$ cat src/rtl/cmdring_pkg.sv
// Shared types for the command ring parser.
// Assumes 32-bit words with byte-granular ring offsets.
package cmdring_pkg;

    // How the count of words after the fixed header is formed
    typedef enum logic [1:0] {
        TAIL_NONE,    // no extra words
        TAIL_CURSOR,  // mask plus image words of a cursor shape
        TAIL_AREA,    // width times height words
        TAIL_GLYPH    // seven plus a quarter of the third header word
    } tail_e;

    // What a parser does with an opcode
    typedef enum logic [1:0] {
        KIND_BAD,     // unknown, pulse error
        KIND_NOP,     // consumed, no effect
        KIND_EMIT,    // arguments go to the drawing port
        KIND_SKIP     // arguments read and dropped
    } kind_e;

    typedef struct packed {
        kind_e      kind;
        logic [3:0] hdr_len;
        tail_e      tail;
    } dec_t;

    typedef enum logic [1:0] {
        PH_OPCODE,
        PH_HEADER,
        PH_TAIL
    } phase_e;

    typedef enum logic [2:0] {
        ST_IDLE,
        ST_CTL_REQ,
        ST_CTL_WAIT,
        ST_DAT_REQ,
        ST_DAT_WAIT,
        ST_WB_REQ,
        ST_WB_WAIT
    } state_e;

endpackage

$ cat src/rtl/cmdring_decode.sv
// Opcode classifier: maps a full command word to its handling kind,
// fixed header length and the rule for any trailing words.
// Assumes any value with bits above bit 4 set is unknown.
module cmdring_decode
    import cmdring_pkg::*;
#(
    parameter int DATA_W = 32
) (
    input  logic [DATA_W-1:0] word_i,
    output dec_t              dec_o
);

    // Classify the opcode word
    always_comb begin
        dec_o = '{kind: KIND_BAD, hdr_len: 4'd0, tail: TAIL_NONE};
        if (~|word_i[DATA_W-1:5]) begin
            unique case (word_i[4:0])
                5'd0, 5'd26, 5'd27, 5'd29, 5'd30:
                         dec_o = '{kind: KIND_NOP,  hdr_len: 4'd0,  tail: TAIL_NONE};
                5'd1, 5'd25:
                         dec_o = '{kind: KIND_EMIT, hdr_len: 4'd4,  tail: TAIL_NONE};
                5'd2:    dec_o = '{kind: KIND_EMIT, hdr_len: 4'd5,  tail: TAIL_NONE};
                5'd3:    dec_o = '{kind: KIND_EMIT, hdr_len: 4'd6,  tail: TAIL_NONE};
                5'd19:   dec_o = '{kind: KIND_EMIT, hdr_len: 4'd7,  tail: TAIL_CURSOR};
                5'd13:   dec_o = '{kind: KIND_SKIP, hdr_len: 4'd6,  tail: TAIL_NONE};
                5'd14:   dec_o = '{kind: KIND_SKIP, hdr_len: 4'd7,  tail: TAIL_NONE};
                5'd28:   dec_o = '{kind: KIND_SKIP, hdr_len: 4'd12, tail: TAIL_NONE};
                5'd24:   dec_o = '{kind: KIND_SKIP, hdr_len: 4'd3,  tail: TAIL_GLYPH};
                5'd22:   dec_o = '{kind: KIND_SKIP, hdr_len: 4'd5,  tail: TAIL_AREA};
                default: dec_o = '{kind: KIND_BAD,  hdr_len: 4'd0,  tail: TAIL_NONE};
            endcase
        end
    end

endmodule

$ cat src/rtl/cmdring_tail.sv
// Trailing word count calculator. Evaluated while the last header
// word is on the read bus; cur_i is that word.
// Assumes wid_i/hgt_i already hold header words 3 and 4.
module cmdring_tail
    import cmdring_pkg::*;
#(
    parameter int DATA_W = 32
) (
    input  tail_e             rule_i,
    input  logic [DATA_W-1:0] wid_i,
    input  logic [DATA_W-1:0] hgt_i,
    input  logic [DATA_W-1:0] cur_i,
    output logic [DATA_W-1:0] cnt_o
);

    localparam logic [DATA_W-1:0] ROUND = DATA_W'(31);

    logic [DATA_W-1:0] mask_rows;
    logic [DATA_W-1:0] img_rows;

    // Per-row word counts of a cursor shape (cur_i is bits per pixel)
    always_comb begin
        mask_rows = (wid_i + ROUND) >> 5;
        img_rows  = ((wid_i * cur_i) + ROUND) >> 5;
    end

    // Select the count by rule
    always_comb begin
        unique case (rule_i)
            TAIL_CURSOR: cnt_o = (mask_rows * hgt_i) + (img_rows * hgt_i);
            TAIL_AREA:   cnt_o = wid_i * cur_i;
            TAIL_GLYPH:  cnt_o = DATA_W'(7) + (cur_i >> 2);
            default:     cnt_o = '0;
        endcase
    end

endmodule

$ cat src/rtl/cmdring_ptr.sv
// Consumer offset stepper: advances by one word and folds back to
// the low bound when the result reaches the high bound.
module cmdring_ptr #(
    parameter int DATA_W = 32,
    parameter int STEP   = 4
) (
    input  logic [DATA_W-1:0] cur_i,
    input  logic [DATA_W-1:0] lower_i,
    input  logic [DATA_W-1:0] upper_i,
    output logic [DATA_W-1:0] next_o
);

    logic [DATA_W-1:0] stepped;

    // Step and wrap
    always_comb begin
        stepped = cur_i + DATA_W'(STEP);
        next_o  = (stepped >= upper_i) ? lower_i : stepped;
    end

endmodule

$ cat src/rtl/cmd_ring_parser.sv
// Command ring parser top. Polls the four control words, and when the
// ring holds data consumes one whole command word by word, writing the
// consumer offset back after each word. Supported commands stream
// their arguments to the drawing port; the rest are skipped or flagged.
// Assumes one outstanding memory access and a response per request
// (writes included). The producer is only advanced past whole commands.
module cmd_ring_parser
    import cmdring_pkg::*;
#(
    parameter int DATA_W = 32,
    parameter int ADDR_W = 16,
    parameter int IDX_W  = 16,
    parameter int OP_W   = 8
) (
    input  logic              clk,
    input  logic              rst_n,
    input  logic              enable_i,
    input  logic              config_i,
    input  logic              sync_i,
    output logic              mem_req_o,
    output logic              mem_we_o,
    output logic [ADDR_W-1:0] mem_addr_o,
    output logic [DATA_W-1:0] mem_wdata_o,
    input  logic              mem_rvalid_i,
    input  logic [DATA_W-1:0] mem_rdata_i,
    output logic              draw_valid_o,
    output logic [OP_W-1:0]   draw_op_o,
    output logic [IDX_W-1:0]  draw_idx_o,
    output logic [DATA_W-1:0] draw_data_o,
    output logic              draw_last_o,
    output logic              err_o,
    output logic              busy_o
);

    localparam int          WORD_BYTES = DATA_W / 8;
    localparam int          CONS_SLOT  = 3;
    localparam logic [ADDR_W-1:0] CONS_ADDR = ADDR_W'(CONS_SLOT * WORD_BYTES);

    state_e            state_q;
    phase_e            phase_q;
    logic [1:0]        slot_q;
    logic [DATA_W-1:0] lower_q, upper_q, prod_q, cons_q;
    logic [OP_W-1:0]   op_q;
    logic              emit_q;
    logic [3:0]        hdr_q;
    tail_e             rule_q;
    logic [IDX_W-1:0]  idx_q;
    logic [DATA_W-1:0] rem_q, wid_q, hgt_q;
    logic              done_q;
    logic              busy_q;

    dec_t              dec;
    logic [DATA_W-1:0] tail_cnt;
    logic [DATA_W-1:0] cons_next;
    logic              running;
    logic              word_in;
    logic              hdr_end;
    logic              busy_clr;

    cmdring_decode #(.DATA_W(DATA_W)) u_decode (
        .word_i (mem_rdata_i),
        .dec_o  (dec)
    );

    cmdring_tail #(.DATA_W(DATA_W)) u_tail (
        .rule_i (rule_q),
        .wid_i  (wid_q),
        .hgt_i  (hgt_q),
        .cur_i  (mem_rdata_i),
        .cnt_o  (tail_cnt)
    );

    cmdring_ptr #(.DATA_W(DATA_W), .STEP(WORD_BYTES)) u_ptr (
        .cur_i   (cons_q),
        .lower_i (lower_q),
        .upper_i (upper_q),
        .next_o  (cons_next)
    );

    // Qualifiers shared by the sequencer and the busy flag
    always_comb begin
        running  = enable_i && config_i;
        word_in  = (state_q == ST_DAT_WAIT) && mem_rvalid_i;
        hdr_end  = (idx_q == IDX_W'(hdr_q - 4'd1));
        busy_clr = ((state_q == ST_IDLE) && !running) ||
                   ((state_q == ST_CTL_WAIT) && mem_rvalid_i &&
                    (slot_q == 2'(CONS_SLOT)) && (prod_q == mem_rdata_i));
    end

    // Memory request drive, derived from the sequencer state
    always_comb begin
        mem_req_o   = (state_q == ST_CTL_REQ) || (state_q == ST_DAT_REQ) ||
                      (state_q == ST_WB_REQ);
        mem_we_o    = (state_q == ST_WB_REQ);
        mem_wdata_o = cons_q;
        unique case (state_q)
            ST_CTL_REQ: mem_addr_o = ADDR_W'(slot_q) * ADDR_W'(WORD_BYTES);
            ST_DAT_REQ: mem_addr_o = cons_q[ADDR_W-1:0];
            ST_WB_REQ:  mem_addr_o = CONS_ADDR;
            default:    mem_addr_o = '0;
        endcase
    end

    // Sync-busy flag: a new request wins over a clear in the same cycle
    always_ff @(posedge clk) begin
        if (!rst_n) busy_q <= 1'b0;
        else        busy_q <= sync_i || (busy_q && !busy_clr);
    end
    assign busy_o = busy_q;

    // Sequencer: control poll, word fetch, write-back
    always_ff @(posedge clk) begin
        if (!rst_n) begin
            state_q <= ST_IDLE;
            slot_q  <= '0;
            lower_q <= '0;
            upper_q <= '0;
            prod_q  <= '0;
            cons_q  <= '0;
        end else begin
            unique case (state_q)
                ST_IDLE: if (running) begin
                    slot_q  <= '0;
                    state_q <= ST_CTL_REQ;
                end
                ST_CTL_REQ: state_q <= ST_CTL_WAIT;
                ST_CTL_WAIT: if (mem_rvalid_i) begin
                    unique case (slot_q)
                        2'd0:    lower_q <= mem_rdata_i;
                        2'd1:    upper_q <= mem_rdata_i;
                        2'd2:    prod_q  <= mem_rdata_i;
                        default: cons_q  <= mem_rdata_i;
                    endcase
                    if (slot_q == 2'(CONS_SLOT))
                        state_q <= (prod_q == mem_rdata_i) ? ST_IDLE : ST_DAT_REQ;
                    else begin
                        slot_q  <= slot_q + 2'd1;
                        state_q <= ST_CTL_REQ;
                    end
                end
                ST_DAT_REQ: state_q <= ST_DAT_WAIT;
                ST_DAT_WAIT: if (mem_rvalid_i) begin
                    cons_q  <= cons_next;
                    state_q <= ST_WB_REQ;
                end
                ST_WB_REQ: state_q <= ST_WB_WAIT;
                ST_WB_WAIT: if (mem_rvalid_i)
                    state_q <= done_q ? ST_IDLE : ST_DAT_REQ;
                default: state_q <= ST_IDLE;
            endcase
        end
    end

    // Command walker: opcode decode, header capture, tail counting, output
    always_ff @(posedge clk) begin
        if (!rst_n) begin
            phase_q      <= PH_OPCODE;
            op_q         <= '0;
            emit_q       <= 1'b0;
            hdr_q        <= '0;
            rule_q       <= TAIL_NONE;
            idx_q        <= '0;
            rem_q        <= '0;
            wid_q        <= '0;
            hgt_q        <= '0;
            done_q       <= 1'b0;
            draw_valid_o <= 1'b0;
            draw_op_o    <= '0;
            draw_idx_o   <= '0;
            draw_data_o  <= '0;
            draw_last_o  <= 1'b0;
            err_o        <= 1'b0;
        end else begin
            draw_valid_o <= 1'b0;
            draw_last_o  <= 1'b0;
            err_o        <= 1'b0;
            if (state_q == ST_CTL_WAIT) phase_q <= PH_OPCODE;
            if (word_in) begin
                done_q      <= 1'b0;
                draw_op_o   <= op_q;
                draw_idx_o  <= idx_q;
                draw_data_o <= mem_rdata_i;
                unique case (phase_q)
                    PH_OPCODE: begin
                        op_q   <= mem_rdata_i[OP_W-1:0];
                        idx_q  <= '0;
                        emit_q <= (dec.kind == KIND_EMIT);
                        hdr_q  <= dec.hdr_len;
                        rule_q <= dec.tail;
                        if (dec.kind == KIND_BAD) begin
                            err_o  <= 1'b1;
                            done_q <= 1'b1;
                        end else if (dec.kind == KIND_NOP)
                            done_q <= 1'b1;
                        else
                            phase_q <= PH_HEADER;
                    end
                    PH_HEADER: begin
                        draw_valid_o <= emit_q;
                        draw_last_o  <= emit_q && hdr_end && (tail_cnt == '0);
                        if (idx_q == IDX_W'(3)) wid_q <= mem_rdata_i;
                        if (idx_q == IDX_W'(4)) hgt_q <= mem_rdata_i;
                        idx_q <= idx_q + 1'b1;
                        if (hdr_end) begin
                            if (tail_cnt == '0) begin
                                done_q  <= 1'b1;
                                phase_q <= PH_OPCODE;
                            end else begin
                                rem_q   <= tail_cnt;
                                phase_q <= PH_TAIL;
                            end
                        end
                    end
                    default: begin
                        draw_valid_o <= emit_q;
                        draw_last_o  <= emit_q && (rem_q == DATA_W'(1));
                        idx_q <= idx_q + 1'b1;
                        rem_q <= rem_q - 1'b1;
                        if (rem_q == DATA_W'(1)) begin
                            done_q  <= 1'b1;
                            phase_q <= PH_OPCODE;
                        end
                    end
                endcase
            end
        end
    end

    // a request lasts one cycle and is followed by waiting
    a_r11_single_req: assert property (@(posedge clk) disable iff (!rst_n)
        mem_req_o |=> !mem_req_o);

    // no request is issued while the device is off
    a_r2_quiet_when_off: assert property (@(posedge clk) disable iff (!rst_n)
        ((state_q == ST_IDLE) && !(enable_i && config_i)) |=> !mem_req_o);

    // a consumer offset inside the ring stays inside after a step
    a_r3_ptr_in_ring: assert property (@(posedge clk) disable iff (!rst_n)
        (word_in && (lower_q < upper_q) && (cons_q >= lower_q) && (cons_q < upper_q))
        |=> ((cons_q >= lower_q) && (cons_q < upper_q)));

    // the unknown-opcode pulse lasts a single cycle
    a_r9_err_pulse: assert property (@(posedge clk) disable iff (!rst_n)
        err_o |=> !err_o);

    // a sync request is visible as busy on the next cycle
    a_r10_busy_set: assert property (@(posedge clk) disable iff (!rst_n)
        sync_i |=> busy_o);

    // drawing words appear only right after a read response
    a_r4_draw_after_read: assert property (@(posedge clk) disable iff (!rst_n)
        draw_valid_o |-> $past(mem_rvalid_i));

endmodule

$ cat config.mk
export PLATFORM = sky130hd
export DESIGN_NAME = cmd_ring_parser
export DESIGN_NICKNAME = d
export VERILOG_FILES = /design/src/rtl/cmdring_pkg.sv /design/src/rtl/cmdring_decode.sv /design/src/rtl/cmdring_tail.sv /design/src/rtl/cmdring_ptr.sv /design/src/rtl/cmd_ring_parser.sv
export SDC_FILE = /design/constraint.sdc
export NUM_CORES = 2
export LEC_CHECK = 0
export ABC_AREA = 1
export BUFFER_PORTS_ARGS = -buffer_cell sky130_fd_sc_hd__buf_2
export CAP_MARGIN = 20
export CELL_PAD_IN_SITES_DETAIL_PLACEMENT = 1
export CELL_PAD_IN_SITES_GLOBAL_PLACEMENT = 1
export CORE_MARGIN = 2
export CORE_UTILIZATION = 33
export DETAILED_ROUTE_END_ITERATION = 10
export PLACE_DENSITY_LB_ADDON = 0.15
export SKIP_LAST_GASP = 1
export SLEW_MARGIN = 15
export SYNTH_ARGS = -nofsm -noshare
export SYNTH_HDL_FRONTEND = slang
export SYNTH_SLANG_ARGS = --single-unit
$ cat constraint.sdc
create_clock -name clk -period 22.2 [get_ports clk]
set_clock_uncertainty 0.15 [all_clocks]
set_input_delay 3.33 -clock clk [delete_from_list [all_inputs] [get_ports clk]]
set_output_delay 3.33 -clock clk [all_outputs]
set_load 0.05 [all_outputs]
# [Word level (Yosys, flattened, before mapping)]
# Memories as Yosys holds them, arrays and structs flattened.
# Cells that the tools add are included.
[totals] in_bits=38 mem_bits_ro=256 register_bits=323 n_memories=1
[memory_table] memory="(name not given)" words=32 word_bits=8 read_ports=1 rd_ports_with_merged_regs=0 write_ports=0 line="cmdring_decode.sv:17" text="unique case (word_i[4:0])"
[classes] n_bitwise=3 eq_ne=28 add_sub_neg=9 n_lt_le_gt_ge=1 n_mul=3 n_mux=40 n_reduce_logical=38
[ops] cell="32-bit two-way mux" count=6
[ops] cell="32-bit one-hot mux with 2 select lines" count=2
[ops] cell="32-bit one-hot mux with 3 select lines" count=1
[ops] cell="32-bit by 5-bit adder with 32-bit output, second input constant" count=2
[ops] cell="27-bit by 32-bit multiplier with 32-bit output" count=2
[ops] cell="16-bit one-hot mux with 3 select lines" count=1
[ops] cell="32-bit by 3-bit adder with 32-bit output, second input constant" count=1
[ops] cell="32-bit adder" count=1
[ops] cell="32-bit by 1-bit == test with 1-bit output, second input constant" count=1
[ops] cell="32-bit == test" count=1
[ops] cell="32-bit >= comparator" count=1
[ops] cell="32-bit zero test" count=1
[ops] cell="32-bit by 32-bit multiplier with 32-bit output" count=1
[ops] cell="32-bit by 1-bit subtractor with 32-bit output, second input constant" count=1
[ops] cell="3-bit by 30-bit adder with 31-bit output, first input constant" count=1
[ops] cell="27-bit OR reduction" count=1
[ops] cell="2-bit two-way mux" count=13
[ops] cell="3-bit one-hot mux with 7 select lines" count=1
[ops] cell="3-bit AND reduction" count=6
[ops] cell="16-bit by 1-bit adder with 16-bit output, second input constant" count=1
[ops] cell="16-bit == test" count=1
[ops] cell="16-bit by 2-bit == test with 1-bit output, second input constant" count=1
[ops] cell="16-bit by 3-bit == test with 1-bit output, second input constant" count=1
[ops] cell="16-bit two-way mux" count=1
[ops] cell="23 further kinds" count=73

# [Logic depth before layout (Yosys ltp)]
[depth] word_depth=10 ltp_mapped=74 mapped_depth_nobuf=71

# [Cells and area by module]
# From an unflattened synthesis, not the netlist that was laid out.
[unflattened] hier_cells=9184 hier_area_um2=67188.2
[by_module_without_submodules] mod="cmdring_tail" area_each_um2=50048.0 seq_area_each_um2=0.0 instances=1 cells_per_inst=6582
[by_module_without_submodules] mod="cmd_ring_parser" area_each_um2=14340.0 seq_area_each_um2=6466.2 instances=1 cells_per_inst=2058
[by_module_without_submodules] mod="cmdring_ptr" area_each_um2=2264.7 seq_area_each_um2=0.0 instances=1 cells_per_inst=434
[by_module_without_submodules] mod="cmdring_decode" area_each_um2=535.5 seq_area_each_um2=0.0 instances=1 cells_per_inst=110

# [Worst setup path after synthesis]
# OpenSTA, ideal clock, no wires.
[synth_timing] kind="in2reg" from="input port mem_rdata_i[3]" to="register rem_q[16]" cell_stages=57 n_path_buf=6 setup_slack_ns=5.057 arrival_time_ns=16.879 cell_sequence="clkbuf_1 -> clkbuf_1 -> clkbuf_1 -> buf_1 -> nand2_1 -> fa_1 -> fa_1 -> fa_1 -> fa_1 -> fa_1 -> inv_1 -> fa_1 -> inv_1 -> fa_1 -> fa_1 -> inv_1 -> ha_1 -> nand2_1 -> [... 21 more ...] -> inv_1 -> ha_1 -> a21oi_1 -> o21ai_0 -> a21oi_1 -> o21ai_0 -> a21oi_1 -> o21ai_0 -> or2_2 -> a31oi_1 -> nand2_1 -> nor3_2 -> nand4_4 -> nand2_4 -> inv_2 -> buf_6 -> nor2_1 -> nor2_1"
[synth_between] elab_chain_len=8 word_cells_on_any_way=12 cone_classes="3 x add/sub; 2 x mul; 1 x eq/ne; 4 x mux; 2 x reduce/logical"
[synth_lines] element="start, declared" line="cmd_ring_parser.sv:25" text="input logic [DATA_W-1:0] mem_rdata_i,"
[synth_lines] element="32-bit by 32-bit multiplier with 32-bit output" line="cmdring_tail.sv:24, cmdring_tail.sv:31"
[synth_lines] element="32-bit by 5-bit adder with 32-bit output" line="cmdring_tail.sv:24" text="img_rows = ((wid_i * cur_i) + ROUND) >> 5;"
[synth_lines] element="27-bit by 32-bit multiplier with 32-bit output" line="cmdring_tail.sv:30" text="TAIL_CURSOR: cnt_o = (mask_rows * hgt_i) + (img_rows * hgt_i);"
[synth_lines] element="32-bit adder" line="cmdring_tail.sv:30"
[synth_lines] element="32-bit one-hot mux with 3 select lines *" line="cmdring_tail.sv:29" text="unique case (rule_i)"
[synth_lines] element="32-bit zero test / 32-bit two-way mux (equally long branches)" line="cmd_ring_parser.sv:205" text="if (tail_cnt == '0) begin"
[synth_lines] element="2-bit != test (no source line) / 32-bit two-way mux (equally long branches)"
[synth_lines] element="4-bit AND reduction (no source line) / 32-bit one-hot mux with 2 select lines (equally long branches)"
[synth_lines] element="end signal, assigned" line="cmd_ring_parser.sv:209" text="rem_q <= tail_cnt;"
[synth_lines] element="end signal, assigned" line="cmd_ring_parser.sv:218" text="rem_q <= rem_q - 1'b1;"
[synth_lines] element="end, declared" line="cmd_ring_parser.sv:48" text="logic [DATA_W-1:0] rem_q, wid_q, hgt_q;"
# Mark *: on every way between the ends. The rest lies on a longest branch, timed or not. The select of a mux whose other input is x is not followed.
# A chain may end at the register's enable or synchronous reset.

# [Worst setup path after layout]
[layout_timing] from="input port mem_rdata_i[5]" to="register rem_q[15]"
# The elaborated chain is that of the path after synthesis.

==> metrics.txt <==
Async SR Flop Fraction 0%; crit path kind primary input to flip-flop; Nets 10.05k; internal power between 900 and 1000 uW; Clock power frac 46.4%; Cell Area, Synth 64210 sq um; DR vias 55.95k; Max VDD drop 0.00005359 V; Final Setup Violations 0; Yosys top cell area share 39.81%; later-pin clock latency in the skew report 0.57 ns; global router's overall resource usage 27.39%; Clock Path Buffers 3; Slew headroom roughly 23%; run status completed; YS warnings 0; hold crit path type flip-flop to flip-flop; largest family of logic cells by synthesized area adder cells; Top Ports 148; CTS resizes 0; Max Cap Viol 0; drt total wl ~270000 um; Period Utilization, post-route 90.25%; Req. time, crit path between 20 and 25 ns; register area share after synthesis between 10% and 20%; max-slew violation count 0; Worst path most repeated cell fa_1; CTS clk-pin slew, worst paths 0.06 ns; Vert. Die Dim 445.1 um; slowest stage cell on the critical path buf_2; Seq cells post-synth between 300 and 400; f_max about 50 MHz; RSZ-0062 raised after global routing false; wire per inst 24.45 um; commonest non-fill, non-tap cells in the layout inv_1 (1855), nand2_1 (1487), fa_1 (1277), nor2_1 (1181), a21oi_1 (377); Main synth FF type dfxtp_1; GRT overflow 0; CP Data Arrival Time between 20 and 25 ns; CP endpoint kind flip-flop; Layout area overhead 7.241%; CTS Hold Bufs 0; sequential cell area 6467 sq um; Critical Path Max Stage Delay 0.73 ns; CTS Root Cell clkbuf_16; pin count of the biggest net entering global routing 110; number of buffers added on ports 147; WL met2 ~130000 um; largest cells by area after synthesis fa_1 (40%), inv_1 (11%), dfxtp_1 (10%); power share of the sequential group 42.9%; CTS buffer count 39; vias in the first global route 62.85k; initial antenna violation count 8; Initial Util 33.27%; mux cell area share after synthesis 0.01559%; wl on met1 between 100000 and 150000 um; fin crit period 20.03 ns; worst-margin pin slew 1.154 ns; Synth Area in Compound Gates 7.543%; Die X roughly 450 um; Setup TNS Final 0 ns; post-CTS setup repair buffer count 0; DP Wirelength roughly 210000 um; WHS 0.3068 ns; synthesized instance count 8460; Synth area leader fa_1; switching part of the total between 20% and 30%; EDFF count, synth 0; post-synthesis simple-gate area fraction between 10% and 20%; RePlAce Congestion 0.9635; Comb power frac 10.8%; Sinks on Clock Net between 300 and 400; DRC viols 0; share of cells above drive strength 1 5.385%; initial DRC count 3141; area of the multi-input gates 49020 sq um; global-route wire length before repair 406300 um; FP Rows 161; P_sw between 300 and 400 uW; Avg Cell Area, Syn 7.590 sq um; commonest non-fill, non-tap cell in the layout inv_1; Placeable Area 193000 sq um; vias per cell between 5 and 6; ant diodes 0; Synth Area in XOR/XNOR 1.988%; CP max FO 53; # H-tree levels 2; highest routed layer met5; die area approximately 200000 sq um; pwr dens about 20 nW/um^2; antenna-violating nets left 0; Adder-Cell Fraction of Synth Area 46.99%; critical path launch point type primary input; Leak Pwr 0.02832 uW; CTS tree yes; DR pass1 iterations 7; Synth Net Count 10.14k; post-synth cell types between 50 and 60; # fillers about 24k; met3 routed WL ~11000 um; Hold Vio Cnt, Final 0
[cells in the mapped netlist, drive strengths merged, types with 11 or more instances]
master / number
nand3: 187
fa: 1277
dfxtp: 323
o21bai: 21
xor2: 83
inv: 1887
nor4: 22
nand4: 96
a21oi: 379
o21ai: 377
clkbuf: 359
o22ai: 11
nor3: 64
a31oi: 45
xnor2: 58
buf: 65
nand3b: 27
nand2: 1505
o221ai: 11
or2: 12
ha: 368
nor2: 1204
clkinv: 14
[routing by layer]
metal	global-route usage, %	vias up
met3	2.568	423
met4	10.50	6
met2	46.70	1280
li1	-	24900
met1	35.86	29350
met5	0	-
[worst max-delay path, delay by kind of cell]
family / cells / cell delay [ns]
compound gates: 11 / 2.63
buf+inv: 9 / 1.74
fa+ha+maj: 19 / 9.12
simple gates: 17 / 3.41
[sequential cells by signal (all words and copies together) (netlist names), 2 cells and up]
name         count
rule_q           2
phase_q          2
idx_q           16
mem_wdata_o     32
hdr_q            4
lower_q         32
wid_q           32
rem_q           32
slot_q           2
draw_data_o     32
state_q          3
prod_q          32
op_q             8
draw_idx_o      16
upper_q         32
draw_op_o        8
hgt_q           32
[power groups by stage]
| stage | combinational, uW | sequential, uW | clock (uW) |
|---|---|---|---|
| after floorplan | 78.8 | 607 | 0 |
| after global placement | 147 | 603 | 0 |
| after detailed placement | 148 | 603 | 0 |
| after CTS | 149 | 590 | 651 |
| after global routing | 159 | 590 | 672 |
| final | 148 | 590 | 638 |
[stage by stage]
| step | setup slack (ns) | cells | power, uW | cell area (sq um) | utilization (%) |
|---|---|---|---|---|---|
| global route | 1.398 | 10920 | 1422 | 68860 | 35.68 |
| global placement | 1.913 | 10850 | 749.4 | 67610 | 35.03 |
| floorplan | 5.057 | 8460 | 686.3 | 64210 | - |
| finish | 2.166 | 10920 | 1376 | 68860 | 35.68 |
| detailed placement | 1.778 | 10860 | 750.9 | 67620 | 35.04 |
| CTS | 2.331 | 10920 | 1390 | 68840 | 35.67 |
[layout make-up]
class / count / area share [%]
Clock buffer: 59 / 1.675
Tap cell: 2526 / 4.590
Inverter: 1901 / 10.36
Multi-Input combinational cell: 5812 / 71.18
Clock inverter: 5 / 0.09812
Timing Repair Buffer: 294 / 2.698
Sequential cell: 323 / 9.392
[cell families after synthesis]
kind of cell               count (synthesis)
AOI/OAI and AO/OA                        901
muxes                                      1
buffers and inverters                   2325
and+or+nand+nor                         3123
DFF                                      323
xor gates and xnor gates                 142
adders and majority gates               1645
[worst paths after layout]
kind,from,endpoint,slack [ns],cells after the start
worst min register to register,lower_q[29],lower_q[29],0.31,2
worst max-delay path,mem_rdata_i[5],rem_q[15],2.17,56
worst min-delay path,lower_q[29],lower_q[29],0.31,2
worst max register to register,wid_q[4],rem_q[15],4.67,56
No activity file was read; power rests on OpenSTA's default activity.
